$ cat src/rtl/pos_ext_pkg.sv
package pos_ext_pkg;

   // Read sequencer states
   typedef enum logic [1:0] {
      RD_IDLE   = 2'd0,
      RD_HAVE_A = 2'd1,
      RD_HAVE_B = 2'd2
   } rd_state_e;

endpackage

$ cat src/rtl/pos_low_half.sv
module pos_low_half #(
   parameter int LO_W = 16
) (
   input  logic            clk,
   input  logic            rst_n,
   input  logic            step_en,
   input  logic            step_up,
   input  logic            load_en,
   input  logic [LO_W-1:0] load_lo,
   output logic [LO_W-1:0] lo_q,
   output logic            wrap_up,
   output logic            wrap_dn
);

   localparam logic [LO_W-1:0] LO_MAX  = {LO_W{1'b1}};
   localparam logic [LO_W-1:0] LO_ZERO = '0;
   localparam logic [LO_W-1:0] LO_ONE  = LO_W'(1);

   logic do_step;

   assign do_step = step_en && !load_en;
   // rollover happens on the edge that moves past the end of the range
   assign wrap_up = do_step &&  step_up && (lo_q == LO_MAX);
   assign wrap_dn = do_step && !step_up && (lo_q == LO_ZERO);

   always_ff @(posedge clk) begin
      if (!rst_n) begin
         lo_q <= '0;
      end else if (load_en) begin
         lo_q <= load_lo;
      end else if (do_step) begin
         if (step_up) lo_q <= lo_q + LO_ONE;
         else         lo_q <= lo_q - LO_ONE;
      end
   end

endmodule

$ cat src/rtl/pos_ext_word.sv
module pos_ext_word #(
   parameter int HI_W      = 16,
   parameter int EXT_DELAY = 1
) (
   input  logic            clk,
   input  logic            rst_n,
   input  logic            wrap_up,
   input  logic            wrap_dn,
   input  logic            load_en,
   input  logic [HI_W-1:0] load_hi,
   output logic [HI_W-1:0] hi_q
);

   localparam logic [HI_W-1:0] HI_ONE = HI_W'(1);

   logic inc_now;
   logic dec_now;

   generate
      if (EXT_DELAY != 0) begin : g_delayed
         // rollover events are held for one cycle before they reach the word
         logic pend_up_q;
         logic pend_dn_q;
         always_ff @(posedge clk) begin
            if (!rst_n || load_en) begin
               pend_up_q <= 1'b0;
               pend_dn_q <= 1'b0;
            end else begin
               pend_up_q <= wrap_up;
               pend_dn_q <= wrap_dn;
            end
         end
         assign inc_now = pend_up_q;
         assign dec_now = pend_dn_q;
      end else begin : g_direct
         assign inc_now = wrap_up;
         assign dec_now = wrap_dn;
      end
   endgenerate

   always_ff @(posedge clk) begin
      if (!rst_n) begin
         hi_q <= '0;
      end else if (load_en) begin
         hi_q <= load_hi;
      end else if (inc_now && !dec_now) begin
         hi_q <= hi_q + HI_ONE;
      end else if (dec_now && !inc_now) begin
         hi_q <= hi_q - HI_ONE;
      end
   end

endmodule

$ cat src/rtl/pos_snap_reconcile.sv
module pos_snap_reconcile
   import pos_ext_pkg::*;
#(
   parameter int LO_W = 16,
   parameter int HI_W = 16
) (
   input  logic                 clk,
   input  logic                 rst_n,
   input  logic                 rd_req,
   input  logic [HI_W-1:0]      hi_live,
   input  logic [LO_W-1:0]      lo_live,
   output logic                 rd_valid,
   output logic [LO_W+HI_W-1:0] rd_value
);

   localparam logic [HI_W-1:0] HI_ONE = HI_W'(1);

   rd_state_e       state_q;
   logic [HI_W-1:0] a_q;     // first extension sample
   logic [LO_W-1:0] b_q;     // low half sample
   logic [HI_W-1:0] c_w;     // second extension sample, taken live
   logic [HI_W-1:0] hi_sel;

   // with at most one step between samples, c one past a marks a forward order
   function automatic logic [HI_W-1:0] pick_hi(
      input logic [HI_W-1:0] first_s,
      input logic [HI_W-1:0] second_s,
      input logic            upper_range
   );
      logic fwd;
      fwd = (second_s == first_s + HI_ONE);
      if (first_s == second_s) return first_s;
      if (upper_range)         return fwd ? first_s  : second_s;
      return                          fwd ? second_s : first_s;
   endfunction

   always_ff @(posedge clk) begin
      if (!rst_n) begin
         state_q <= RD_IDLE;
         a_q     <= '0;
         b_q     <= '0;
      end else begin
         unique case (state_q)
            RD_IDLE: begin
               if (rd_req) begin
                  a_q     <= hi_live;
                  state_q <= RD_HAVE_A;
               end
            end
            RD_HAVE_A: begin
               b_q     <= lo_live;
               state_q <= RD_HAVE_B;
            end
            RD_HAVE_B: begin
               if (rd_req) begin
                  a_q     <= hi_live;
                  state_q <= RD_HAVE_A;
               end else begin
                  state_q <= RD_IDLE;
               end
            end
            default: state_q <= RD_IDLE;
         endcase
      end
   end

   assign c_w      = hi_live;
   assign hi_sel   = pick_hi(a_q, c_w, b_q[LO_W-1]);
   assign rd_valid = (state_q == RD_HAVE_B);
   assign rd_value = rd_valid ? {hi_sel, b_q} : '0;

endmodule

$ cat src/rtl/pos_ext_counter.sv
module pos_ext_counter #(
   parameter int LO_W      = 16,
   parameter int HI_W      = 16,
   parameter int EXT_DELAY = 1
) (
   input  logic                 clk,
   input  logic                 rst_n,
   input  logic                 cnt_en,
   input  logic                 cnt_up,
   input  logic                 load_en,
   input  logic [LO_W+HI_W-1:0] load_val,
   input  logic                 rd_req,
   output logic                 rd_valid,
   output logic [LO_W+HI_W-1:0] rd_value
);

   localparam int CNT_W = LO_W + HI_W;

   generate
      if (LO_W < 2) begin : g_bad_lo
         $error("pos_ext_counter: LO_W must be at least 2");
      end
      if (HI_W < 1) begin : g_bad_hi
         $error("pos_ext_counter: HI_W must be at least 1");
      end
      if (EXT_DELAY != 0 && EXT_DELAY != 1) begin : g_bad_dly
         $error("pos_ext_counter: EXT_DELAY must be 0 or 1");
      end
   endgenerate

   logic [LO_W-1:0] lo_q;
   logic [HI_W-1:0] hi_q;
   logic            wrap_up;
   logic            wrap_dn;

   pos_low_half #(.LO_W(LO_W)) low_i (
      .clk     (clk),
      .rst_n   (rst_n),
      .step_en (cnt_en),
      .step_up (cnt_up),
      .load_en (load_en),
      .load_lo (load_val[LO_W-1:0]),
      .lo_q    (lo_q),
      .wrap_up (wrap_up),
      .wrap_dn (wrap_dn)
   );

   pos_ext_word #(.HI_W(HI_W), .EXT_DELAY(EXT_DELAY)) ext_i (
      .clk     (clk),
      .rst_n   (rst_n),
      .wrap_up (wrap_up),
      .wrap_dn (wrap_dn),
      .load_en (load_en),
      .load_hi (load_val[CNT_W-1:LO_W]),
      .hi_q    (hi_q)
   );

   pos_snap_reconcile #(.LO_W(LO_W), .HI_W(HI_W)) snap_i (
      .clk      (clk),
      .rst_n    (rst_n),
      .rd_req   (rd_req),
      .hi_live  (hi_q),
      .lo_live  (lo_q),
      .rd_valid (rd_valid),
      .rd_value (rd_value)
   );

endmodule

$ cat config.mk
export PLATFORM = sky130hd
export DESIGN_NAME = pos_ext_counter
export DESIGN_NICKNAME = d
export VERILOG_FILES = /design/src/rtl/pos_ext_pkg.sv /design/src/rtl/pos_low_half.sv /design/src/rtl/pos_ext_word.sv /design/src/rtl/pos_snap_reconcile.sv /design/src/rtl/pos_ext_counter.sv
export SDC_FILE = /design/constraint.sdc
export NUM_CORES = 1
export LEC_CHECK = 0
export CORE_UTILIZATION = 50
export DETAILED_ROUTE_END_ITERATION = 12
export DONT_BUFFER_PORTS = 1
export PLACE_DENSITY = 0.68
export SKIP_LAST_GASP = 1
export SLEW_MARGIN = 20
export SYNTH_ARGS = -nofsm -noshare
export SYNTH_HDL_FRONTEND = slang
export SYNTH_SLANG_ARGS = --single-unit
$ cat constraint.sdc
create_clock -name clk -period 2.9 [get_ports clk]
set_input_delay 0.725 -clock clk [delete_from_list [all_inputs] [get_ports clk]]
set_output_delay 0.725 -clock clk [all_outputs]
set_load 0.02 [all_outputs]
### Word-level counts from Yosys, hierarchy flattened

Cells that the tools add are included.

* $add $sub $neg: 5
* eq/ne operators: 6
* mux-type cells: 19
* reductions and logical operators: 19

Operator list (count)
* 16-bit two-way mux: 12
* 16-bit by 1-bit adder with 16-bit output, second input constant: 3
* 16-bit == test: 2
* 32-bit two-way mux: 1
* 16-bit by 1-bit subtractor with 16-bit output, second input constant: 2
* 16-bit == test, second input constant: 1
* 16-bit zero test: 1
* 1-bit logical AND: 7
* 2-bit case mux with 3 select lines: 1
* 1-bit zero test: 5
* 1-bit two-way mux: 4
* 3-bit nonzero test: 1
* 2-bit by 1-bit == test with 1-bit output, second input constant: 1
* 2-bit == test, second input constant: 1
* 2-bit zero test: 1
* 2-bit two-way mux: 1
* 2-bit != test, second input constant: 1
* 2-bit AND reduction: 1
* 2-bit nonzero test: 1
* 2-bit OR reduction: 1
* 1-bit logical OR: 1

* flip-flop bits (word level): 68
* output and inout port bits: 33
* word-level logic and storage cells: 56

### Depth between registers and ports, before layout

Gate-level depths: netlist (run 1).

* word-level depth: 7
* mapped depth: 11

### Modules after synthesis

Synthesis (run 1) repeated with hierarchy kept, for this count alone.

* cells, all modules: 794
* area total of the unflattened synthesis: 5944.5 um^2

Modules (own cells, without submodules)
* pos_snap_reconcile: instances 1, cells an instance 394, area each 2821.5 um^2, seq. area each 680.7 um^2
* pos_ext_word: instances 1, cells an instance 205, area each 1596.5 um^2, seq. area each 360.3 um^2
* pos_low_half: instances 1, cells an instance 195, area each 1526.5 um^2, seq. area each 320.3 um^2

### Worst setup path after synthesis (run 1)

No wires, ideal clock.

* path kind: register to output
* from: register snap_i.a_q[3]
* to: output port rd_value[16]
* arrival time: 2646 ps
* required time: 2175 ps
* setup slack: -471 ps
* stages on the path, launching flop included: 11
* buffers on the path: 2
* cells stage by stage: dfxtp_1 > buf_4 > nand4_1 > buf_4 > nor4_4 > o31ai_1 > a311o_1 > nor4_4 > and4_2 > o21ai_0 > a21boi_0

* word-level cells in the longest chain between the ends: 7
* elaborated cells between the ends (all ways): 10

Ends and longest elaborated chain
* from (decl): line pos_snap_reconcile.sv:19 `logic [HI_W-1:0] a_q;`
* from (signal assigned): line pos_snap_reconcile.sv:46 `a_q <= hi_live;`
* from (signal assigned): line pos_snap_reconcile.sv:56 `a_q <= hi_live;`
* 16-bit by 1-bit adder with 16-bit output: line pos_snap_reconcile.sv:31 `fwd = (second_s == first_s + HI_ONE);`
* 16-bit == test: line pos_snap_reconcile.sv:31
* 16-bit two-way mux (2 in series): line pos_snap_reconcile.sv:33 `if (upper_range) return fwd ? first_s : second_s;`
* 16-bit two-way mux: line pos_snap_reconcile.sv:34 `return fwd ? second_s : first_s;`
* 16-bit two-way mux *: line pos_snap_reconcile.sv:33
* 32-bit two-way mux *: line pos_snap_reconcile.sv:70 `assign rd_value = rd_valid ? {hi_sel, b_q} : '0;`
* to (decl): line pos_ext_counter.sv:14 `output logic [LO_W+HI_W-1:0] rd_value`

Mark *: on every way between the ends. The rest lies on a longest branch, timed or not.

### Worst setup path after layout (run 1)

* from: register snap_i.a_q[2]
* to: output port rd_value[22]

The elaborated chain is that of the path after synthesis.

==> results of run 1 <==
sequential cells by signal, indices dropped and copies added (netlist names):
register	cells
snap_i.a_q	16
ext_i.hi_q	16
ext_i.g_delayed.pend_up_q	1
ext_i.dec_now	1
snap_i.b_q	16
low_i.lo_q	16
snap_i.state_q	2
Yosys cell counts (all sizes together) (3+ instances only):
cell,number
and4,3
buf,18
nor4,11
clkbuf,32
nor2,45
o21ai,43
inv,12
a311oi,6
o21bai,6
a31oi,13
and2,21
o221ai,3
or3,3
o31ai,4
mux2i,9
nand2b,5
dfxtp,68
a211o,3
a21o,12
nand2,108
nand3,25
xor2,12
nor2b,5
a21oi,78
ha,29
nor3,17
a211oi,5
xnor2,33
a21boi,17
and3,6
nand4,12
power breakdown:
group | switching, uW | leakage (uW) | internal, uW | total (uW)
Sequential | 76.1 | 0.000561 | 991 | 1070
Combinational | 440 | 0.00181 | 383 | 823
Clock | 427 | 0.000102 | 412 | 838
Total | 943 | 0.00248 | 1790 | 2730
per-layer routing:
metal	track usage, %	vias up
met5	0	-
met4	8.78	0
met3	6.14	24
met2	43.1	205
met1	40.3	2518
li1	-	2609
logic make-up after synthesis:
| kind of cell | share of synthesized area (%) |
|---|---|
| AO/OA/AOI/OAI | 25.1 |
| flip-flops | 26.2 |
| XOR/XNOR | 7.59 |
| buffers and inverters | 5.40 |
| adder cells (fa/ha/maj) | 7.76 |
| multiplexers | 1.95 |
| AND/OR/NAND/NOR | 26.0 |
worst min-delay path, cell delays in order, from the launching register on:
cell and delay [ns]:
dfxtp_1 0.31, nand2_1 0.05, a21oi_1 0.05
layout by cell type, fill, tap and decap left out, drive strengths merged, types with 11 or more instances in the layout:
| cell type | count |
|---|---|
| a21boi | 17 |
| a21o | 12 |
| a21oi | 78 |
| a31oi | 13 |
| and2 | 21 |
| buf | 89 |
| dfxtp | 68 |
| ha | 29 |
| inv | 14 |
| nand2 | 108 |
| nand3 | 25 |
| nand4 | 12 |
| nor2 | 45 |
| nor3 | 17 |
| nor4 | 11 |
| o21ai | 43 |
| xnor2 | 33 |
| xor2 | 12 |
final cells by class:
cell class                 count  share of cell area [%]
clock buffer                   9                    1.95
sequential                    68                    21.5
multi-input combinational    569                    60.7
clock inverter                 7                    1.32
inverter                      13                   0.828
tap                          133                    2.62
timing repair buffer          89                    11.0
per-stage QoR:
stage | cells | utilization [%]
after floorplan | 699 | -
after global placement | 861 | 58.9
after detailed placement | 861 | 58.9
after CTS | 886 | 62.8
after global routing | 888 | 64.0
final | 888 | 64.0
repair_timing:
item                       in CTS  in global routing
gates resized for setup        31                 21
pin swaps                      19                  7
gates cloned                    2                  0
setup endpoints to repair      16                 16
setup buffers                   7                  2
worst max-delay path by stage:
stage | from | to | slack [ns] | cells after the start
global route | snap_i.a_q[2]$_SDFFE_PN0P_ | rd_value[18] | -0.94 | 12
floorplan | snap_i.a_q[0]$_SDFFE_PN0P_ | rd_value[29] | -0.28 | 11
finish | snap_i.a_q[2]$_SDFFE_PN0P_ | rd_value[22] | -0.80 | 12
CTS | snap_i.a_q[2]$_SDFFE_PN0P_ | rd_value[19] | -0.75 | 11
detailed placement | snap_i.a_q[0]$_SDFFE_PN0P_ | rd_value[19] | -0.48 | 10
global placement | snap_i.a_q[0]$_SDFFE_PN0P_ | rd_value[19] | -0.35 | 10
==> impl_metrics.json, run 1 <==
{
  "status": "finished, violations left",
  "violations": "negative setup slack",
  "ys.flop_type": "dfxtp_1",
  "async_flop_share_pct": 0,
  "syn_inst": 699,
  "floorplan.die.height_um": 104,
  "io_pins": 71,
  "cts_sinks": 68,
  "viasPerCell": 6.03,
  "finalWirelength_mm": 15.5,
  "slew_headroom_pct": 35.9,
  "row_count": 36,
  "clkTransAtPathRegs_ns": 0.08,
  "fillers": 873,
  "crit_fanout": 6,
  "syn_area_um2": 5190,
  "cp_common_cell": "buf_4",
  "crit_family": "compound AO/OA/AOI/OAI gates",
  "place.gp.congestion": 0.932,
  "drv_cap": 0,
  "final_nets": 819,
  "slowest_stage": "a311oi_4",
  "diodes": 0,
  "clk_root_buffer_cell": "clkbuf_8",
  "grt_pass1_wl_mm": 25.1,
  "end_kind": "output port",
  "cts_buffers": 9,
  "crit_chain": "nand4_1 -> buf_6 -> buf_4 -> or3_1 -> a31oi_1 -> a31o_2 -> nor4_4 -> buf_4 -> a311oi_4 -> buf_4 -> o21ai_1 -> a21boi_4",
  "synth_cell_types": 68,
  "ys_ff_latch": 68,
  "r2r_slack_ns": 0.19,
  "yosys_warnings": 0,
  "slowest_delay_ns": 0.35,
  "r2r_cells": 10,
  "ys_seq_area_share_pct": 26.2,
  "dieArea_um2": 10800,
  "rr_startpoint": "ext_i.dec_now$_SDFF_PP0_",
  "grt_pass1_vias": 5061,
  "rr_endpoint": "ext_i.hi_q[14]$_SDFFE_PN0P_",
  "h-tree-depth": 3,
  "syn_area_per_cell_um2": 7.43,
  "wire_per_inst_um": 17.5,
  "yosys.area.top_type": "dfxtp_1",
  "clk_path_buf_depth": 2,
  "synth_area_leaders": "dfxtp_1 (26%), nand2_1 (7.8%), a21oi_1 (7.5%), ha_1 (7.0%), xnor2_1 (5.6%)",
  "rsz0062_at_grt": "yes",
  "start_util_pct": 52.4,
  "dp_hpwl_mm": 11.3,
  "setup_tns_ns": -12.28,
  "cts_tree": "built",
  "place_ws_ns": -0.478,
  "drc": 0,
  "layout-drive-gt1-share_pct": 21.5,
  "ant_nets": 0,
  "fin_area_um2": 6350,
  "synth_edf_count": 0,
  "tightest_slew_ns": 0.959,
  "synth.top_cell.area_share_pct": 26.2,
  "worstHoldEndpoint": "snap_i.b_q[6]$_SDFFE_PN0N_",
  "port_buffers": 0,
  "m1WireLength_mm": 7.31,
  "slew_violations": 0,
  "cts_hold_buf": 0,
  "routed.top_layer": "met4",
  "track_usage_pct": 28.5,
  "route.met3.wl_mm": 1.24,
  "fin_crit_ns": 3.70,
  "setup_ws_ns": -0.796,
  "startpoint_type": "flop",
  "multi_input_area_um2": 3850,
  "holdPathStages": 2,
  "worst-setup-path-type": "reg2out",
  "p_leak_uw": 0.00248,
  "antenna_found_initial": 0,
  "register_area_um2": 1370,
  "met2_length_mm": 6.76,
  "dr.pass1.iters": 7,
  "vias": 5356,
  "power_uw": 2730,
  "syn_nets": 768,
  "fp.coreArea_um2": 9910,
  "syn_to_final_growth_pct": 22.2,
  "grt-ovfl-total": 0,
  "place_area_um2": 5840,
  "clock.fmax_ghz": 0.271,
  "fin_skew_ns": 0.0163,
  "worst-endpoint-arrival_ns": 2.97,
  "holdCritPathClass": "reg2reg",
  "whs_ns": 0.455,
  "clock_latency_ns": 0.37,
  "cp.required_ns": 2.17,
  "grt_max_degree": 43,
  "path_buf_inv": 4,
  "worst_ir_drop_vdd_mv": 0.265,
  "drt_iter0_drc": 450,
  "power.density_nw_per_um2": 430,
  "finalHoldViolCount": 0,
  "holdCritStartpoint": "snap_i.b_q[6]$_SDFFE_PN0N_",
  "min_period_over_period_pct": 127,
  "setup_violations": 16,
  "dieWidth_um": 104
}
Note: power is estimated with default switching activity, not from simulation.
==> run 2: changes to the inputs <==
PLACE_DENSITY = default   (was 0.68)
clock period = 3.85 ns   (was 2.9 ns; I/O delays follow)
==> run 2 against run 1 <==
  * The run still ends with negative setup slack left
  * Via count is 4.1% lower
  * Routed wire length down 2.3%
  * Clock power fell by 11%
  * Die area is the same
  * Clock-buffer cell count increased by 1
  * Clock skew fell by 0.0016 ns
  * Power is 22% lower
  * Design area fell by 3.7%
  * Sequential power decreased by 24%
  * Sequential cell count is the same
  * Worst hold slack lost 0.0036 ns
  * Utilization is 2.4 points lower
  * Largest cell class unchanged
==> impl_metrics.json, run 2 (same netlist as run 1, synthesis figures left out) <==
{
  "grt_pass1_vias": 4828,
  "grt_max_degree": 40,
  "dp_hpwl_mm": 10.9,
  "fillers": 938,
  "layout_common_cells": "nand2_1 (107), a21oi_1 (77), dfxtp_1 (57), buf_4 (57), nor2_1 (45)",
  "cts_hold_buf": 0,
  "clock_latency_ns": 0.35,
  "startpoint_type": "flop",
  "fin_skew_ns": 0.0146,
  "p_leak_uw": 0.00240,
  "drv_cap": 0,
  "place.gp.congestion": 0.922,
  "worst_ir_drop_vdd_mv": 0.262,
  "cp.required_ns": 2.89,
  "setup_violations": 16,
  "finalWirelength_mm": 15.2,
  "start_util_pct": 52.4,
  "viasPerCell": 5.94,
  "antenna_found_initial": 0,
  "slew_violations": 0,
  "setup_tns_ns": -1.78,
  "syn_to_final_growth_pct": 17.7,
  "floorplan.die.height_um": 104,
  "track_usage_pct": 28.1,
  "end_kind": "output port",
  "fin_crit_ns": 4.00,
  "status": "finished, violations left",
  "power.density_nw_per_um2": 347,
  "dieArea_um2": 10800,
  "worst-endpoint-arrival_ns": 3.04,
  "drc": 0,
  "rsz0062_at_grt": "yes",
  "slew_headroom_pct": 31.7,
  "grt_pass1_wl_mm": 24.6,
  "wire_per_inst_um": 17.6,
  "place_inst": 833,
  "fp.coreArea_um2": 9910,
  "diodes": 0,
  "clk_path_buf_depth": 2,
  "finalHoldViolCount": 0,
  "dr.pass1.iters": 4,
  "place_ws_ns": -0.00836,
  "ant_nets": 0,
  "cts_sinks": 68,
  "h-tree-depth": 3,
  "cts_tree": "built",
  "vias": 5138,
  "row_count": 36,
  "tightest_slew_ns": 1.02,
  "worst-setup-path-type": "reg2out",
  "holdCritPathClass": "reg2reg",
  "crit_fanout": 8,
  "port_buffers": 0,
  "fin_area_um2": 6110,
  "clkTransAtPathRegs_ns": 0.09,
  "clock.fmax_ghz": 0.250,
  "drt_iter0_drc": 286,
  "violations": "negative setup slack",
  "min_period_over_period_pct": 104,
  "clk_root_buffer_cell": "clkbuf_8",
  "setup_ws_ns": -0.149,
  "place_area_um2": 5510,
  "io_pins": 71,
  "final_nets": 796,
  "cts_buffers": 9,
  "finalNonFillerCells": 865,
  "dieWidth_um": 104,
  "layout_commonest_cell": "nand2_1",
  "grt-ovfl-total": 0,
  "layout-drive-gt1-share_pct": 17.5
}
run 2: cell types whose count changed in the layout (fill, tap and decap cells not counted), sizes merged:
| cell | previous run | this run |
|---|---|---|
| clkbuf | 9 | 10 |
| inv | 14 | 12 |
| clkinvlp | 2 | 1 |
| bufinv | 1 | 3 |
| buf | 89 | 66 |
run 2: per-stage QoR:
step | utilization, % | total power, uW | hold slack, ns
global route | 61.6 | 2230 | 0.472
global placement | 55.6 | 1340 | 0.440
finish | 61.6 | 2120 | 0.451
detailed placement | 55.6 | 1350 | 0.444
CTS | 60.0 | 2100 | 0.455
floorplan | - | 1230 | 0.432
run 2: metal layers:
layer | track usage [%] | vias up | share of wire, % | wire (um)
li1 | - | 2572 | - | -
met1 | 41.5 | 2376 | 49 | 7420
met2 | 40.9 | 174 | 43 | 6490
met3 | 6.14 | 16 | 7.2 | 1090
met4 | 6.94 | 0 | 1.2 | 186
met5 | 0 | - | 0 | 0
run 2: area by class of cell:
class | instances | area, um2 | share of cell area (%)
Multi-Input combinational cell | 569 | 3730 | 61.1
Clock inverter | 6 | 111 | 1.82
Timing Repair Buffer | 66 | 532 | 8.71
Tap cell | 133 | 166 | 2.72
Inverter | 13 | 48.8 | 0.799
Clock buffer | 10 | 138 | 2.25
Sequential cell | 68 | 1380 | 22.6
run 2: where the power goes:
part           switching, uW  internal (uW)  total (uW)
clock network            299            448         747
registers               67.1            746         813
logic                    307            251         558
run 2: timing repair:
action | in CTS | in global routing
pin swaps | 23 | 24
hold endpoints to repair | 0 | 0
setup endpoints to repair | 16 | 16
setup buffers | 8 | 5
resized for setup | 39 | 36
gates cloned | 1 | 2
run 2: worst paths after layout:
check,slack (ns),from,depth (start not counted),end
worst max-delay path,-0.15,snap_i.a_q[0]$_SDFFE_PN0P_,13,rd_value[25]
worst min-delay path,0.45,snap_i.b_q[3]$_SDFFE_PN0N_,2,snap_i.b_q[3]$_SDFFE_PN0N_
worst max register to register,1.05,ext_i.dec_now$_SDFF_PP0_,10,ext_i.hi_q[13]$_SDFFE_PN0P_
worst min register to register,0.45,snap_i.b_q[3]$_SDFFE_PN0N_,2,snap_i.b_q[3]$_SDFFE_PN0N_
run 2: critical path: stages (launching register included):
cell	delay, ns
dfxtp_4	0.36
ha_4	0.18
buf_4	0.15
buf_4	0.15
nor3_1	0.25
a2bb2oi_1	0.10
a31o_2	0.27
nor4_4	0.24
buf_4	0.19
a311o_2	0.23
buf_6	0.15
nand3_1	0.08
a21boi_1	0.17
buf_4	0.16
